## config.mk

```make
export PLATFORM = sky130hd
export DESIGN_NAME = root_search
export DESIGN_NICKNAME = d
export VERILOG_FILES = /design/src/rtl/root_search_pkg.sv /design/src/rtl/gf_mul.sv /design/src/rtl/field_walker.sv /design/src/rtl/err_out_stage.sv /design/src/rtl/root_search.sv
export SDC_FILE = /design/constraint.sdc
export NUM_CORES = 1
export LEC_CHECK = 0
export ABC_AREA = 1
export BUFFER_PORTS_ARGS = -buffer_cell sky130_fd_sc_hd__buf_2
export CAP_MARGIN = 20
export CORE_ASPECT_RATIO = 0.5
export CORE_MARGIN = 2
export CORE_UTILIZATION = 50
export DETAILED_ROUTE_END_ITERATION = 8
export MAX_ROUTING_LAYER = met4
export PLACE_DENSITY = 0.8
export SLEW_MARGIN = 20
export SYNTH_ARGS = -nofsm -noshare
export SYNTH_HDL_FRONTEND = slang
export SYNTH_SLANG_ARGS = --single-unit
```

## constraint.sdc

```tcl
create_clock -name clk -period 5.3 [get_ports clk]
set_input_delay 1.06 -clock clk [delete_from_list [all_inputs] [get_ports clk]]
set_output_delay 1.06 -clock clk [all_outputs]
set_load 0.02 [all_outputs]
```

## src/rtl/root_search_pkg.sv

```systemverilog
package root_search_pkg;

  typedef enum logic [1:0] {
    ST_IDLE  = 2'd0,
    ST_EVAL  = 2'd1,
    ST_FLUSH = 2'd2
  } rs_state_t;

endpackage

```

## src/rtl/gf_mul.sv

```systemverilog
module gf_mul #(
  parameter int          M    = 11,
  parameter logic [M-1:0] POLY = 11'h005
) (
  input  logic [M-1:0] a,
  input  logic [M-1:0] b,
  output logic [M-1:0] p
);

  // MSB-first shift-and-add; each shift folds the overflow bit back via POLY.
  always_comb begin
    p = '0;
    for (int i = M - 1; i >= 0; i--) begin
      p = {p[M-2:0], 1'b0} ^ (p[M-1] ? POLY : '0);
      if (b[i]) p = p ^ a;
    end
  end

endmodule

```

## src/rtl/field_walker.sv

```systemverilog
module field_walker #(
  parameter int          M    = 11,
  parameter logic [M-1:0] POLY = 11'h005
) (
  input  logic         clk,
  input  logic         rst_n,
  input  logic         clear,
  input  logic         advance,
  output logic [M-1:0] value,
  output logic [M-1:0] index
);

  logic [M-1:0] times_x;

  assign times_x = {value[M-2:0], 1'b0} ^ (value[M-1] ? POLY : '0);

  always_ff @(posedge clk or negedge rst_n) begin
    if (!rst_n) begin
      value <= '0;
      index <= '0;
    end else if (clear) begin
      value <= '0;
      index <= '0;
    end else if (advance) begin
      value <= (index == '0) ? {{(M-1){1'b0}}, 1'b1} : times_x;
      index <= index + 1'b1;
    end
  end

endmodule

```

## src/rtl/err_out_stage.sv

```systemverilog
module err_out_stage #(
  parameter int M = 11
) (
  input  logic         clk,
  input  logic         rst_n,
  input  logic         load,
  input  logic         bit_in,
  input  logic [M-1:0] idx_in,
  input  logic         ready,
  output logic         valid,
  output logic         bit_out,
  output logic [M-1:0] idx_out
);

  always_ff @(posedge clk or negedge rst_n) begin
    if (!rst_n) begin
      valid   <= 1'b0;
      bit_out <= 1'b0;
      idx_out <= '0;
    end else if (load) begin
      valid   <= 1'b1;
      bit_out <= bit_in;
      idx_out <= idx_in;
    end else if (ready) begin
      valid   <= 1'b0;
    end
  end

endmodule

```

## src/rtl/root_search.sv

```systemverilog
module root_search
  import root_search_pkg::*;
#(
  parameter int           M     = 11,
  parameter logic [M-1:0] POLY  = 11'h005,
  parameter int           T_MAX = 50,
  localparam int          N     = 1 << M,
  localparam int          DW    = $clog2(T_MAX + 1)
) (
  input  logic          clk,
  input  logic          rst_n,
  input  logic          start,
  input  logic [DW-1:0] degree,
  output logic [DW-1:0] coef_addr,
  input  logic [M-1:0]  coef_data,
  output logic          busy,
  output logic          err_valid,
  input  logic          err_ready,
  output logic          err_bit,
  output logic [M-1:0]  err_index,
  output logic          done,
  output logic [M:0]    root_count
);

  localparam logic [M-1:0] LAST_IDX = M'(N - 1);

  rs_state_t     state_q;
  logic [DW-1:0] deg_q;
  logic [DW-1:0] step_q;
  logic [M-1:0]  acc_q;
  logic [M-1:0]  prod;
  logic [M-1:0]  acc_nxt;
  logic [M-1:0]  elem_val;
  logic [M-1:0]  elem_idx;
  logic [M:0]    cnt_q;
  logic          done_q;
  logic          final_step;
  logic          slot_free;
  logic          load_out;
  logic          walk_clear;
  logic          walk_adv;
  logic          is_root;

  gf_mul #(.M(M), .POLY(POLY)) u_mul (
    .a (acc_q),
    .b (elem_val),
    .p (prod)
  );

  field_walker #(.M(M), .POLY(POLY)) u_walk (
    .clk     (clk),
    .rst_n   (rst_n),
    .clear   (walk_clear),
    .advance (walk_adv),
    .value   (elem_val),
    .index   (elem_idx)
  );

  assign acc_nxt    = prod ^ coef_data;
  assign is_root    = (acc_nxt == '0);
  assign final_step = (step_q == '0);
  assign slot_free  = !err_valid || err_ready;
  assign load_out   = (state_q == ST_EVAL) && final_step && slot_free;
  assign walk_clear = (state_q == ST_IDLE) && start;
  assign walk_adv   = load_out && (elem_idx != LAST_IDX);

  err_out_stage #(.M(M)) u_out (
    .clk     (clk),
    .rst_n   (rst_n),
    .load    (load_out),
    .bit_in  (is_root),
    .idx_in  (elem_idx),
    .ready   (err_ready),
    .valid   (err_valid),
    .bit_out (err_bit),
    .idx_out (err_index)
  );

  always_ff @(posedge clk or negedge rst_n) begin
    if (!rst_n) begin
      state_q <= ST_IDLE;
      deg_q   <= '0;
      step_q  <= '0;
      acc_q   <= '0;
      cnt_q   <= '0;
      done_q  <= 1'b0;
    end else begin
      done_q <= 1'b0;
      unique case (state_q)
        ST_IDLE: begin
          if (start) begin
            deg_q   <= degree;
            step_q  <= degree;
            acc_q   <= '0;
            cnt_q   <= '0;
            state_q <= ST_EVAL;
          end
        end
        ST_EVAL: begin
          if (!final_step) begin
            acc_q  <= acc_nxt;
            step_q <= step_q - 1'b1;
          end else if (slot_free) begin
            cnt_q  <= cnt_q + (M+1)'(is_root);
            acc_q  <= '0;
            step_q <= deg_q;
            if (elem_idx == LAST_IDX) state_q <= ST_FLUSH;
          end
        end
        ST_FLUSH: begin
          if (err_valid && err_ready) begin
            done_q  <= 1'b1;
            state_q <= ST_IDLE;
          end
        end
        default: state_q <= ST_IDLE;
      endcase
    end
  end

  assign coef_addr  = step_q;
  assign busy       = (state_q != ST_IDLE);
  assign done       = done_q;
  assign root_count = cnt_q;

endmodule

```

==> impl_metrics.csv, run 1 <==
group,metric,value,unit
status,status,"completed",
pwr,ir_drop,0.271,mV
routing,wire_per_inst,13.9,um
routing,routed_via_density,5.33,
global_routing,grt_pass1_vias,5591,
global_routing,antenna_found_initial,0,
worst_hold_path,hp-class,"reg2reg",
routing,firstDrtPassIters,6,
timing,final-max-slew-violation-count,0,
finish,drive_above_1_share,11.2,%
clock_tree,cts.sink_count,73,
timing,final.setup.tns,0,ns
logic_synthesis,synth_cell_types,46,
routing,drt-total-wl,15.4,mm
placement,placed_area,6210,um2
floorplan,rows,28,
floorplan,pin_count,54,
logic_synthesis,syn_nets,936,
placement,port_buffers,53,
placement,hpwl,10.5,mm
timing,fin_skew,0.00968,ns
clock_tree,cts_resized,0,
placement,place_congestion,0.890,
timing,setup_viol,0,
flow_run,cap_violations,0,
timing,period_share,69.8,%
global_routing,grt_pass1_wl,25.6,mm
floorplan,fp.coreArea,11700,um2
clock_tree,postCtsSetupBuffers,0,
timing,setup_ws,1.60,ns
floorplan,die_h,81.3,um
critical_path,arrival,3.92,ns
timing,rsz0062_at_grt,"false",
logic_synthesis,yosys.area.top_type_share,30.5,%
critical_path,cp.required,5.52,ns
logic_synthesis,synthFlopType,"dfrtp_1",
timing,slew_headroom,36.6,%
floorplan,die_w,159,um
clock_tree,clk_pin_slew_worst_paths,0.06,ns
timing,hold_violations,0,
floorplan,start_util,51.0,%
timing,fmax,0.270,GHz
logic_synthesis,yosysTopAreaCell,"dfrtp_1",
global_routing,overflow,0,
finish,final_area,6560,um2
timing,min_period,3.70,ns
clock_tree,htreeDepth,3,
critical_path,critPathKind,"reg2reg",
logic_synthesis,synth.area.top_cells,"dfrtp_1 31%, nand2_1 22%, inv_1 7.5%, xnor2_1 5.3%, nand3_1 4.7%",
clock_tree,cts_made_buffers,9,
critical_path,crit_path_max_fanout,14,
routing,drtIter0Drc,490,
pwr,p_per_area,619,nW/um2
finish,area_growth,9.68,%
routing,vias,5930,
clock_tree,holdBufCountCts,0,
logic_synthesis,syn_area,5980,um2
logic_synthesis,ys_ff_latch,73,
clock_tree,insertion_delay,0.34,ns
global_routing,grt_use_total,25.9,%
clock_tree,clockRootBuffer,"clkbuf_16",
logic_synthesis,synth_edf_count,0,
clock_tree,cts_buffer_depth,2,
routing,drc,0,
critical_path,cp-start-kind,"flop",
pwr,p_leak,0.00375,uW
floorplan,die-area,12900,um2
routing,ant_nets,0,
clock_tree,cts_tree,"built",
global_routing,grt_max_degree,74,
logic_synthesis,async_flop_share,100,%
logic_synthesis,synth_seq_area_share,30.5,%
placement,pre_cts_ws,1.65,ns
finish,insertedDiodeCount,0,
critical_path,cp-end-kind,"flop",
logic_synthesis,syn_inst,909,
logic_synthesis,syn_area_per_cell,6.58,um2
logic_synthesis,yosysWarnings,0,
finish,final_nets,969,
timing,worst_pin_slew,0.950,ns
final cells by class:
cell class | instances | area (um2)
multi-input cells | 680 | 3440
clock buffers | 10 | 239
fillers | 1095 | 5170
inverters | 124 | 465
repair buffers | 54 | 273
clock inverters | 6 | 115
flip-flops and latches | 73 | 1830
well taps | 165 | 206
critical path, cell delays in order (launching register included):
cell	delay, ns
dfrtp_1	0.77
nand2_1	0.20
nand2_1	0.14
inv_1	0.04
nor2_1	0.08
nand2_1	0.07
nand2_1	0.06
nand2_1	0.04
nand2_1	0.09
inv_1	0.05
nand2_1	0.07
nand3_1	0.08
nand2_1	0.12
nand2_1	0.06
inv_1	0.05
nand3_1	0.06
nor2_1	0.28
and2_1	0.24
ha_1	0.17
nand2_1	0.05
inv_1	0.07
nand2_1	0.06
nor2_1	0.12
nand4_1	0.15
nor2_1	0.18
nand2_1	0.09
o21ai_0	0.14
a21oi_1	0.06
cell usage in the layout, fill, tap and decap left out, drive strengths merged, types with 2 or more instances in the layout:
master | netlist | routed
nand2 | 368 | 368
inv | 123 | 123
dfrtp | 73 | 73
nand3 | 61 | 61
buf | 28 | 54
o21ai | 51 | 51
nor2 | 42 | 42
xnor2 | 38 | 38
xor2 | 29 | 29
a21oi | 26 | 26
nor3 | 11 | 11
o22ai | 10 | 10
clkbuf | 4 | 10
nand4 | 10 | 10
nand3b | 7 | 7
ha | 6 | 6
a31oi | 3 | 3
bufinv | 0 | 3
clkinv | 1 | 3
nand2b | 2 | 2
a221oi | 2 | 2
a22o | 2 | 2
a211oi | 2 | 2
or2 | 2 | 2
o41ai | 2 | 2
metal layers:
metal | part of all wire, % | track usage, % | vias to the layer above | wire length, um
met5 | 0 | - | - | 0
met4 | 2.4 | 10.7 | 0 | 370
met3 | 6.9 | 4.54 | 46 | 1070
met2 | 48 | 43.8 | 224 | 7370
met1 | 43 | 31.0 | 2764 | 6600
li1 | - | - | 2896 | -
kinds of logic (layout without fill, tap and decap cells):
| family | Yosys count | in the layout | synth area share (%) |
|---|---|---|---|
| buffers and inverters | 156 | 194 | 12.0 |
| flip-flops | 73 | 73 | 30.5 |
| AND/OR/NAND/NOR | 506 | 506 | 36.3 |
| XOR/XNOR | 68 | 68 | 10.6 |
| adder cells (fa/ha/maj) | 6 | 6 | 1.25 |
| AO/OA/AOI/OAI | 100 | 100 | 9.33 |
final timing paths:
check	startpoint	to	slack, ns	cells after the start
max in group asynchronous	rst_n	coef_addr[2]$_DFFE_PN0P_	3.73	2
hold reg to reg	u_out.idx_out[6]$_DFFE_PN0P_	u_out.idx_out[6]$_DFFE_PN0P_	0.47	2
hold / removal	u_out.idx_out[6]$_DFFE_PN0P_	u_out.idx_out[6]$_DFFE_PN0P_	0.47	2
min in group asynchronous	rst_n	u_out.idx_out[5]$_DFFE_PN0P_	0.95	2
setup reg to reg	u_walk.value[1]$_DFFE_PN0P_	root_count[10]$_DFFE_PN0P_	1.60	27
setup / recovery	u_walk.value[1]$_DFFE_PN0P_	root_count[10]$_DFFE_PN0P_	1.60	27
through the flow:
stage / hold slack, ns / std cells / utilization [%] / total power (uW)
floorplan: 0.449 / 909 / - / 2910
global placement: 0.454 / 1096 / 52.9 / 3210
detailed placement: 0.459 / 1096 / 52.9 / 3310
CTS: 0.475 / 1112 / 55.9 / 4040
global route: 0.504 / 1112 / 55.9 / 4470
finish: 0.474 / 1112 / 55.9 / 4060
synthesized netlist by cell type (2+ instances only):
library cell,count
a211oi_1,2
a21oi_1,26
a221oi_1,2
a22o_1,2
a31oi_1,3
buf_1,2
buf_2,5
buf_4,8
buf_6,13
clkbuf_1,4
dfrtp_1,73
ha_1,6
inv_1,119
inv_2,4
nand2_1,357
nand2_2,11
nand2b_1,2
nand3_1,56
nand3_2,5
nand3b_1,7
nand4_1,8
nand4_2,2
nor2_1,36
nor2_2,5
nor3_1,8
nor3_2,2
o21ai_0,48
o21ai_1,3
o22ai_1,10
xnor2_1,36
xnor2_2,2
xor2_1,28
registers in the layout (all words and copies together) (netlist names):
name	cells
deg_q	6
u_out.valid	1
u_out.bit_out	1
acc_q	11
u_walk.index	11
u_out.idx_out	11
root_count	12
done	1
u_walk.value	11
state_q	2
coef_addr	6
report_power, final:
group | switching [uW] | leakage (uW) | internal (uW)
Clock | 244 | 0.000169 | 474
Combinational | 1500 | 0.00273 | 992
Sequential | 230 | 0.000852 | 623
Total | 1970 | 0.00375 | 2090
No activity file was read; power rests on OpenSTA's default activity.
==> run 2: changes to the inputs <==
Clock period 5.3 ns to 3.55 ns, I/O delays scaled along.
==> run 2 against run 1 <==
Effect of this change: critical path type unchanged; utilization increased by 2.7 points; maximum frequency increased by 13%; critical path depth decreased by 3; sequential power increased by 31%; power increased by 58%; clock power increased by 42%; clock skew decreased by 0.0043 ns; global-route usage decreased by 0.13 points; highest routed layer unchanged; non-clock buffer count increased by 36; sequential share of layout area decreased by 1.0 points; cell count increased by 3.2%.
==> impl_metrics.csv, run 2 (synthesis results as in run 1) <==
group,metric,value,unit
finish,mostFrequentLayoutCell,"nand2_1",
clock_tree,cts_tree,"built",
critical_path,cp.required,3.76,ns
finish,area_growth,14.9,%
finish,largest_reg_flops,12,
floorplan,start_util,51.0,%
timing,slew_headroom,39.3,%
critical_path,crit_path_max_fanout,8,
critical_path,arrival,3.50,ns
global_routing,grt_max_degree,34,
floorplan,die-area,12900,um2
pwr,p_int,3300,uW
finish,fillCellCount,1075,
floorplan,die_h,81.3,um
global_routing,grt_pass1_vias,5662,
finish,stdcell_count,1148,
clock_tree,clockRootBuffer,"clkbuf_16",
finish,drive_above_1_share,16.6,%
pwr,p_clk_share,15.9,%
placement,place_congestion,0.916,
critical_path,cp-end-kind,"flop",
finish,insertedDiodeCount,0,
floorplan,fp.coreArea,11700,um2
global_routing,overflow,0,
pwr,ir_drop,0.423,mV
critical_path,r2r_setup_slack,0.26,ns
pwr,p_sw_share,48.7,%
routing,drc,0,
timing,period_share,92.5,%
clock_tree,cts_buffer_depth,2,
routing,vias,6067,
pwr,p_per_area,936,nW/um2
pwr,finalPower,6440,uW
clock_tree,clk_pin_slew_worst_paths,0.06,ns
worst_hold_path,hp-class,"in2async",
clock_tree,htreeDepth,3,
routing,ant_nets,0,
timing,rsz0062_at_grt,"false",
floorplan,rows,28,
routing,wire_per_inst,13.8,um
routing,firstDrtPassIters,5,
finish,final_cell_mix,"356 x nand2_1, 119 x inv_1, 60 x dfrtp_1",
clock_tree,cts_made_buffers,9,
timing,min_period,3.29,ns
routing,drt-total-wl,15.8,mm
flow_run,cap_violations,0,
critical_path,r2r_end,"root_count[10]$_DFFE_PN0P_",
routing,routed_via_density,5.28,
critical_path,critPathKind,"reg2reg",
global_routing,grt_use_total,25.7,%
placement,hpwl,11.0,mm
pwr,seq_power_share,17.5,%
timing,hold_violations,0,
global_routing,antenna_found_initial,0,
floorplan,die_w,159,um
critical_path,r2r_start,"u_walk.value[10]$_DFFE_PN0P_",
routing,drtIter0Drc,483,
timing,fmax,0.304,GHz
placement,port_buffers,53,
placement,dp_cells,1118,
pwr,switching_power,3140,uW
floorplan,pin_count,54,
pwr,p_leak,0.00393,uW
critical_path,cp-start-kind,"flop",
timing,fin_skew,0.00543,ns
timing,final.setup.tns,0,ns
global_routing,grt_pass1_wl,25.6,mm
critical_path,reg2regPathDepth,24,
clock_tree,insertion_delay,0.33,ns
timing,worst_pin_slew,0.901,ns
status,status,"completed",
finish,final_nets,1005,
timing,final-max-slew-violation-count,0,
clock_tree,cts.sink_count,73,
timing,setup_viol,0,
pwr,combPwrFrac,66.7,%
run 2: stage by stage:
step           utilization (%)  instance area (um2)  hold WS, ns  setup WS [ns]
5_1_grt                   58.6                 6880        0.367        0.00647
3_5_place_dp              54.3                 6370        0.466          0.116
3_3_place_gp              54.3                 6370        0.454          0.207
6_report                  58.6                 6880        0.328          0.265
4_1_cts                   57.2                 6710        0.337         0.0644
2_1_floorplan                -                 5980        0.414          0.784
run 2: worst max-delay path: stages, from the launching register on:
cell and delay [ns]:
dfrtp_2 0.47, buf_2 0.23, nand2_1 0.10, xnor2_1 0.16
or2_1 0.25, nand2_1 0.07, nand2_1 0.05, nand2_1 0.07
inv_1 0.04, nand2_1 0.05, nand2_1 0.11, nor2_1 0.12
nand3_1 0.09, nor2_2 0.11, and2_4 0.17, ha_1 0.14
nand2_1 0.05, inv_1 0.06, nand2_1 0.07, nor2_2 0.11
nand4_1 0.16, nor2_2 0.18, nand2_1 0.08, o21ai_0 0.16
a21oi_1 0.06
run 2: layer usage:
metal,share of wire [%],track usage (%)
met1,43,31.0
met3,7.4,4.96
met2,47,43.5
met4,2.5,9.55
met5,0,-
run 2: area by class of cell:
| class | instances | area [um2] | share of cell area [%] |
|---|---|---|---|
| clock buffers | 12 | 267 | 3.88 |
| well taps | 165 | 206 | 3.00 |
| flip-flops and latches | 73 | 1840 | 26.8 |
| multi-input cells | 680 | 3470 | 50.4 |
| clock inverters | 4 | 73.8 | 1.07 |
| repair buffers | 90 | 554 | 8.06 |
| inverters | 124 | 465 | 6.77 |
run 2: worst max path at each step:
stage	slack [ns]	to	from	cells after the start
6_report	0.26	root_count[10]$_DFFE_PN0P_	u_walk.value[10]$_DFFE_PN0P_	24
5_1_grt	0.006	root_count[10]$_DFFE_PN0P_	u_walk.value[9]$_DFFE_PN0P_	24
4_1_cts	0.06	root_count[10]$_DFFE_PN0P_	acc_q[8]$_DFFE_PN0P_	22
3_5_place_dp	0.12	root_count[10]$_DFFE_PN0P_	acc_q[10]$_DFFE_PN0P_	27
3_3_place_gp	0.21	root_count[10]$_DFFE_PN0P_	acc_q[5]$_DFFE_PN0P_	27
2_1_floorplan	0.78	root_count[10]$_DFFE_PN0P_	coef_data[10]	18
run 2: repair_timing:
action | CTS | global route
endpoints found under the setup margin | 0 | 8
setup buffers | 0 | 14
resized for setup | 0 | 22
hold buffers | 0 | 0
run 2: power groups by stage:
stage                     logic (uW)  registers [uW]  clock network [uW]
after floorplan                 3320            1030                   0
after CTS                       3980            1130                1030
after global routing            4820            1130                1070
final                           4290            1120                1020
after detailed placement        3930            1150                   0
after global placement          3780            1150                   0
